==> config.mk <==
export PLATFORM = sky130hd
export DESIGN_NAME = hdlc_rx_collector
export DESIGN_NICKNAME = d
export VERILOG_FILES = /design/src/rtl/rxc_pkg.sv /design/src/rtl/rxc_status_dec.sv /design/src/rtl/rxc_frame_store.sv /design/src/rtl/rxc_ctrl.sv /design/src/rtl/hdlc_rx_collector.sv
export SDC_FILE = /design/constraint.sdc
export NUM_CORES = 1
export LEC_CHECK = 0
export CAP_MARGIN = 10
export CORE_ASPECT_RATIO = 1.2
export CORE_MARGIN = 3
export CORE_UTILIZATION = 60
export CTS_CLUSTER_DIAMETER = 200
export DETAILED_ROUTE_END_ITERATION = 16
export DONT_BUFFER_PORTS = 1
export GPL_ROUTABILITY_DRIVEN = 0
export PLACE_DENSITY = 0.76
export SYNTH_ARGS = -nofsm -noshare
export SYNTH_HDL_FRONTEND = slang
export SYNTH_SLANG_ARGS = --single-unit
==> constraint.sdc <==
create_clock -name clk -period 4.5 [get_ports clk]
set_input_delay 0.9 -clock clk [delete_from_list [all_inputs] [get_ports clk]]
set_output_delay 0.9 -clock clk [all_outputs]
set_load 0.02 [all_outputs]
==> src/rtl/rxc_pkg.sv <==
// Package: shared types and status-byte constants for the receive collector.
// Assumes a status byte with the valid/overflow/CRC/abort bits in the upper nibble.
package rxc_pkg;
    localparam int BYTE_W = 8;
    localparam int CNT_W  = 6;              // holds 1..32
    localparam int POOL_BYTES = 32;

    localparam logic [7:0] BASIC_MASK = 8'h70;
    localparam logic [7:0] BASIC_WANT = 8'h20;
    localparam logic [7:0] EXT_MASK   = 8'hF0;
    localparam logic [7:0] EXT_WANT   = 8'hA0;

    typedef enum logic [1:0] {
        S_IDLE = 2'd0,
        S_READ = 2'd1,
        S_REL  = 2'd2,
        S_SEND = 2'd3
    } rxc_state_e;
endpackage

==> src/rtl/rxc_status_dec.sv <==
// Status decoder: judges the message-end status byte and turns the residual
// count field into a byte count. Purely combinational.
// Assumes stat/cnt are only meaningful in the cycle of a message-end event.
module rxc_status_dec
    import rxc_pkg::*;
(
    input  logic              ext_fmt,
    input  logic [7:0]        stat,
    input  logic [7:0]        cnt,
    output logic              accept,
    output logic [CNT_W-1:0]  nbytes
);
    // Exact-pattern acceptance, format chosen by ext_fmt.
    always_comb begin
        if (ext_fmt)
            accept = ((stat & EXT_MASK) == EXT_WANT);
        else
            accept = ((stat & BASIC_MASK) == BASIC_WANT);
    end

    // Residual count: low five bits, zero standing for a full pool.
    always_comb begin
        if (cnt[4:0] == 5'd0)
            nbytes = CNT_W'(POOL_BYTES);
        else
            nbytes = {1'b0, cnt[4:0]};
    end
endmodule

==> src/rtl/rxc_frame_store.sv <==
// Frame store: single write port, asynchronous read port.
// Assumes the controller never writes the address currently being read.
module rxc_frame_store #(
    parameter int DEPTH  = 64,
    parameter int DATA_W = 8,
    localparam int AW    = (DEPTH > 1) ? $clog2(DEPTH) : 1
) (
    input  logic              clk,
    input  logic              we,
    input  logic [AW-1:0]     waddr,
    input  logic [DATA_W-1:0] wdata,
    input  logic [AW-1:0]     raddr,
    output logic [DATA_W-1:0] rdata
);
    logic [DATA_W-1:0] mem [DEPTH];

    // Store one received byte per write cycle.
    always_ff @(posedge clk) begin
        if (we)
            mem[waddr] <= wdata;
    end

    // Present the byte at the streaming pointer.
    assign rdata = mem[raddr];
endmodule

==> src/rtl/rxc_ctrl.sv <==
// Collector controller: sequences FIFO read-out, the release pulse, the
// length/overrun decisions and the frame streaming.
// Assumes events arrive only while idle; priority is msg_end, pool_full, rx_ovf.
module rxc_ctrl
    import rxc_pkg::*;
#(
    parameter int MAX_LEN = 64,
    localparam int IDX_W  = $clog2(MAX_LEN + 1),
    localparam int SUM_W  = IDX_W + 1,
    localparam int AW     = (MAX_LEN > 1) ? $clog2(MAX_LEN) : 1
) (
    input  logic             clk,
    input  logic             rst_n,
    input  logic             ext_fmt,
    input  logic             pool_full,
    input  logic             msg_end,
    input  logic             rx_ovf,
    input  logic             accept,
    input  logic [CNT_W-1:0] nbytes,
    output logic             fifo_rd_en,
    output logic             rel_cmd,
    output logic             idle,
    output logic             mem_we,
    output logic [AW-1:0]    mem_waddr,
    output logic [AW-1:0]    mem_raddr,
    output logic             out_valid,
    output logic             out_last,
    input  logic             out_ready
);
    rxc_state_e       state_q;
    logic [IDX_W-1:0] idx_q;
    logic [CNT_W-1:0] rem_q;
    logic             eom_q;
    logic [IDX_W-1:0] len_q;
    logic [IDX_W-1:0] rptr_q;

    logic [SUM_W-1:0] need_me;
    logic [SUM_W-1:0] need_pf;
    logic             over_me;
    logic             over_pf;
    logic [IDX_W-1:0] strip;
    logic             has_frame;

    // Overrun tests for both event kinds.
    always_comb begin
        need_me = SUM_W'(idx_q) + SUM_W'(nbytes);
        need_pf = SUM_W'(idx_q) + SUM_W'(POOL_BYTES);
        over_me = (need_me >= SUM_W'(MAX_LEN));
        over_pf = (need_pf >= SUM_W'(MAX_LEN));
    end

    // Trailing status byte removal and the minimum-length test.
    always_comb begin
        strip     = IDX_W'(ext_fmt);
        has_frame = (idx_q > strip);
    end

    // Main sequencer.
    always_ff @(posedge clk) begin
        if (!rst_n) begin
            state_q <= S_IDLE;
            idx_q   <= '0;
            rem_q   <= '0;
            eom_q   <= 1'b0;
            len_q   <= '0;
            rptr_q  <= '0;
        end else begin
            case (state_q)
                S_IDLE: begin
                    if (msg_end) begin
                        if (!accept || over_me) begin
                            idx_q   <= '0;
                            eom_q   <= 1'b0;
                            state_q <= S_REL;
                        end else begin
                            rem_q   <= nbytes;
                            eom_q   <= 1'b1;
                            state_q <= S_READ;
                        end
                    end else if (pool_full) begin
                        eom_q <= 1'b0;
                        if (over_pf) begin
                            idx_q   <= '0;
                            state_q <= S_REL;
                        end else begin
                            rem_q   <= CNT_W'(POOL_BYTES);
                            state_q <= S_READ;
                        end
                    end else if (rx_ovf && ext_fmt) begin
                        eom_q   <= 1'b0;
                        state_q <= S_REL;
                    end
                end
                S_READ: begin
                    idx_q <= idx_q + 1'b1;
                    rem_q <= rem_q - 1'b1;
                    if (rem_q == CNT_W'(1))
                        state_q <= S_REL;
                end
                S_REL: begin
                    if (eom_q && has_frame) begin
                        len_q   <= idx_q - strip;
                        rptr_q  <= '0;
                        state_q <= S_SEND;
                    end else begin
                        if (eom_q)
                            idx_q <= '0;
                        state_q <= S_IDLE;
                    end
                end
                S_SEND: begin
                    if (out_ready) begin
                        if (out_last) begin
                            idx_q   <= '0;
                            state_q <= S_IDLE;
                        end else begin
                            rptr_q <= rptr_q + 1'b1;
                        end
                    end
                end
                default: state_q <= S_IDLE;
            endcase
        end
    end

    // Outputs decoded from state.
    always_comb begin
        idle       = (state_q == S_IDLE);
        fifo_rd_en = (state_q == S_READ);
        mem_we     = fifo_rd_en;
        rel_cmd    = (state_q == S_REL);
        out_valid  = (state_q == S_SEND);
        out_last   = out_valid && (rptr_q == len_q - 1'b1);
        mem_waddr  = idx_q[AW-1:0];
        mem_raddr  = rptr_q[AW-1:0];
    end

    // nothing is read or streamed while idle.
    a_r1_idle_quiet: assert property (@(posedge clk) disable iff (!rst_n)
        idle |-> (!fifo_rd_en && !out_valid && !rel_cmd));

    // the release command is a single-cycle pulse.
    a_r2_release_pulse: assert property (@(posedge clk) disable iff (!rst_n)
        rel_cmd |=> !rel_cmd);

    // a rejected status goes straight to release, no read.
    a_r5_reject_no_read: assert property (@(posedge clk) disable iff (!rst_n)
        (idle && msg_end && !accept) |=> (rel_cmd && !fifo_rd_en));

    // a read never lands at or past the buffer limit.
    a_r6_index_bound: assert property (@(posedge clk) disable iff (!rst_n)
        fifo_rd_en |-> (idx_q < IDX_W'(MAX_LEN)));

    // overflow events in basic mode leave the collector idle.
    a_r9_basic_ovf_ignored: assert property (@(posedge clk) disable iff (!rst_n)
        (idle && rx_ovf && !msg_end && !pool_full && !ext_fmt) |=> idle);

    // a stalled byte is held unchanged.
    a_r10_hold: assert property (@(posedge clk) disable iff (!rst_n)
        (out_valid && !out_ready) |=> (out_valid && $stable(mem_raddr) && $stable(out_last)));
endmodule

==> src/rtl/hdlc_rx_collector.sv <==
// HDLC receive frame collector top: wires the status decoder, the controller
// and the frame store. Assumes a FIFO whose head byte is on fifo_rd_data and
// which advances on each cycle with fifo_rd_en high. MAX_LEN must exceed 32.
module hdlc_rx_collector
    import rxc_pkg::*;
#(
    parameter int MAX_LEN = 64
) (
    input  logic       clk,
    input  logic       rst_n,
    input  logic       ext_fmt,
    input  logic       pool_full,
    input  logic       msg_end,
    input  logic       rx_ovf,
    input  logic [7:0] rx_stat,
    input  logic [7:0] rx_cnt,
    output logic       fifo_rd_en,
    input  logic [7:0] fifo_rd_data,
    output logic       rel_cmd,
    output logic       idle,
    output logic       out_valid,
    output logic [7:0] out_data,
    output logic       out_last,
    input  logic       out_ready
);
    localparam int AW = (MAX_LEN > 1) ? $clog2(MAX_LEN) : 1;

    logic             accept;
    logic [CNT_W-1:0] nbytes;
    logic             mem_we;
    logic [AW-1:0]    mem_waddr;
    logic [AW-1:0]    mem_raddr;

    rxc_status_dec u_dec (
        .ext_fmt (ext_fmt),
        .stat    (rx_stat),
        .cnt     (rx_cnt),
        .accept  (accept),
        .nbytes  (nbytes)
    );

    rxc_ctrl #(.MAX_LEN(MAX_LEN)) u_ctrl (
        .clk        (clk),
        .rst_n      (rst_n),
        .ext_fmt    (ext_fmt),
        .pool_full  (pool_full),
        .msg_end    (msg_end),
        .rx_ovf     (rx_ovf),
        .accept     (accept),
        .nbytes     (nbytes),
        .fifo_rd_en (fifo_rd_en),
        .rel_cmd    (rel_cmd),
        .idle       (idle),
        .mem_we     (mem_we),
        .mem_waddr  (mem_waddr),
        .mem_raddr  (mem_raddr),
        .out_valid  (out_valid),
        .out_last   (out_last),
        .out_ready  (out_ready)
    );

    rxc_frame_store #(.DEPTH(MAX_LEN), .DATA_W(BYTE_W)) u_store (
        .clk   (clk),
        .we    (mem_we),
        .waddr (mem_waddr),
        .wdata (fifo_rd_data),
        .raddr (mem_raddr),
        .rdata (out_data)
    );
endmodule

==> flow_summary_export.csv <==
group,metric,value,unit
floorplanning,die-area,38900,um^2
routing,vias_per_cell,6.64,
final_layout,fin_nets,1175,
final_layout,insertedDiodeCount,0,
synthesis,synth_seq_cells,548,
synthesis,synth_top_area_cell,"edfxtp_1",
floorplanning,die_y,216,um
timing,tns,0,ps
synthesis,yosysTopAreaCellShare,0.700,
pwr,p_total,10.3,mW
pwr,powerDensity,424,nW/um^2
setup_path,critPathBufInv,1,
clock_tree,h-tree-depth,2,
synthesis,ys_warn_count,0,
floorplanning,row_count,76,
status,status,"finished clean",
timing,relSlewSlack,0.414,
timing,worst_slack,282,ps
setup_path,worstPathArrival,3320,ps
grt,grt-ovfl-total,0,
clock_tree,clock_latency,570,ps
synthesis,syn_area_per_cell,19.7,um^2
clock_tree,hold_buffers,0,
synthesis,synth.cell_area,22000,um^2
synthesis,synth_cell_type_count,61,
synthesis,synthFlopType,"edfxtp_1",
clock_tree,numCtsBuffers,51,
timing,min_period,4220,ps
timing,hold-worst-slack,428,ps
synthesis,synth_fp_nets,1161,
clock_tree,cts_buffer_depth,3,
timing,slew_viol_final,0,
grt,grt_max_degree,65,
hold_path,hold_class,"in -> reg",
synthesis,synth.area.top_cells,"edfxtp_1 70%, mux4_2 16%, dfxtp_1 3.3%, nor2_1 1.7%, ha_1 0.74%",
setup_path,cp_common_cell,"mux4_2",
routing,ant_nets,0,
floorplanning,core-area,36000,um^2
placement,portBuffers,0,
setup_path,cp-end-kind,"output port",
setup_path,crit_path_cell_trace,"buf_12 > mux4_2 > mux4_2 > a22oi_1 > nand2_1",
job,maxCapViolCount,0,
clock_tree,post_cts_resized,0,
setup_path,cp_slowest_cell,"mux4_2",
clock_tree,cts.sinks,548,
routing,drc,0,
clock_tree,clockRootBuffer,"clkbuf_16",
synthesis,seq_area_frac_synth,0.733,
timing,fin_crit_sh,0.937,
clock_tree,post_cts.repair.setup_buffers,0,
final_layout,drive_gt1_frac,0.231,
grt,grt_pass1_wl,70600,um
final_layout,syn_to_final_growth,10.7,%
timing,setup_viol_count_final,0,
clock_tree,clk_pin_slew,60,ps
final_layout,layout_commonest_cell,"edfxtp_1",
timing,fin_skew,13.7,ps
grt,track_usage,0.245,
timing,fmax,0.237,GHz
final_layout,layout_common_cells,"512 x edfxtp_1, 160 x mux4_2, 97 x nor2_1",
setup_path,cp-start-kind,"flop",
grt,grt_pass1_vias,11100,
timing,hold_viol_final,0,
synthesis,async_reset_ff_frac,0,
setup_path,crit_type,"reg -> out",
setup_path,cp_max_fo,37,
synthesis,syn_inst,1116,
synthesis,synth_edf_count,512,
setup_path,crit_required,3600,ps
routing,dr.first_iter.drc_count,1193,
clock_tree,cts_tree,"done",
routing,detail_route.wl_per_cell,28.4,um
setup_path,crit_family,"multiplexers",
pwr,vdd_drop_max,0.328,mV
setup_path,slowest_delay,580,ps
routing,drt-total-wl,46500,um
pwr,p_leak,7.34,nW
floorplanning,ios,44,
placement,dp_slack,920,ps
grt,antenna_found_initial,0,
floorplanning,initial_core_util,0.609,
routing,vias,10900,
routing,dr.pass1.iters,5,
timing,rsz0062_at_grt,"no",
placement,dpl.hpwl,27900,um
floorplanning,die_w,181,um
timing,worst_slew_pin_slew,875,ps
[metal layers]
layer  wire [um]  vias up  global-route usage
met5           0        -                   0
met4        1390        0              0.0778
met3        3910       87              0.0550
met2       23700      504               0.403
met1       17500     5661               0.334
li1            -     4630                   -
[power by group]
part           total [mW]  switching [mW]  internal (mW)
Combinational       0.185           0.122         0.0629
Sequential           5.60          0.0212           5.58
Clock                4.52            1.79           2.74
[flip-flops by register name (all words and copies together), names as in the netlist, named ones only]
signal	flops
u_ctrl.eom_q	1
u_ctrl.idx_q	7
u_ctrl.len_q	7
u_ctrl.rem_q	6
u_ctrl.rptr_q	7
u_ctrl.state_q	2
u_store.mem	512
[cell families (layout without fill, tap and decap cells)]
logic type	after synthesis	in the layout	synth area share
buffers and inverters	79	134	0.0152
AND/OR/NAND/NOR	203	203	0.0425
multiplexers	161	161	0.165
XOR/XNOR	13	13	0.00519
adder cells (fa/ha/maj)	14	14	0.00832
flip-flops	548	548	0.733
AO/OA/AOI/OAI	98	98	0.0312
[layout make-up]
class,count,area (um^2)
sequential,548,16100
fill,2192,11700
multi-input combinational,489,5530
clock buffer,68,1420
tap,468,586
clock inverter,26,358
timing repair buffer,21,245
inverter,19,71.3
[cells in the mapped netlist (6+ instances only)]
| cell | count |
|---|---|
| a21oi_1 | 16 |
| nand2b_1 | 7 |
| o21ai_0 | 15 |
| xnor2_1 | 10 |
| edfxtp_1 | 512 |
| nand3_1 | 21 |
| inv_1 | 17 |
| nor3_1 | 7 |
| a22oi_1 | 17 |
| ha_1 | 13 |
| a211oi_1 | 9 |
| buf_1 | 6 |
| nand2_1 | 34 |
| dfxtp_1 | 36 |
| buf_2 | 12 |
| clkbuf_1 | 39 |
| mux4_2 | 160 |
| or3_1 | 7 |
| nor2_1 | 97 |
| a31oi_1 | 8 |
[through the flow]
stage | std cells | area, um^2 | utilization
3_5_place_dp | 1545 | 22500 | 0.625
3_3_place_gp | 1545 | 22500 | 0.625
5_1_grt | 1639 | 24300 | 0.675
2_1_floorplan | 1116 | 22000 | -
4_1_cts | 1639 | 24300 | 0.675
6_report | 1639 | 24300 | 0.675
[path summary, 6_finish.rpt]
path | from | endpoint | slack [ps] | cells after the start
hold reg to reg | u_ctrl.rptr_q[6] | u_ctrl.rptr_q[6] | 490 | 2
setup / recovery | flop | out_data[1] | 280 | 5
setup reg to reg | u_ctrl.state_q[0] | u_store.mem[11][2] | 1290 | 4
hold / removal | fifo_rd_data[2] | u_store.mem[10][2] | 430 | 0
Power figures use the tool's default switching activity.
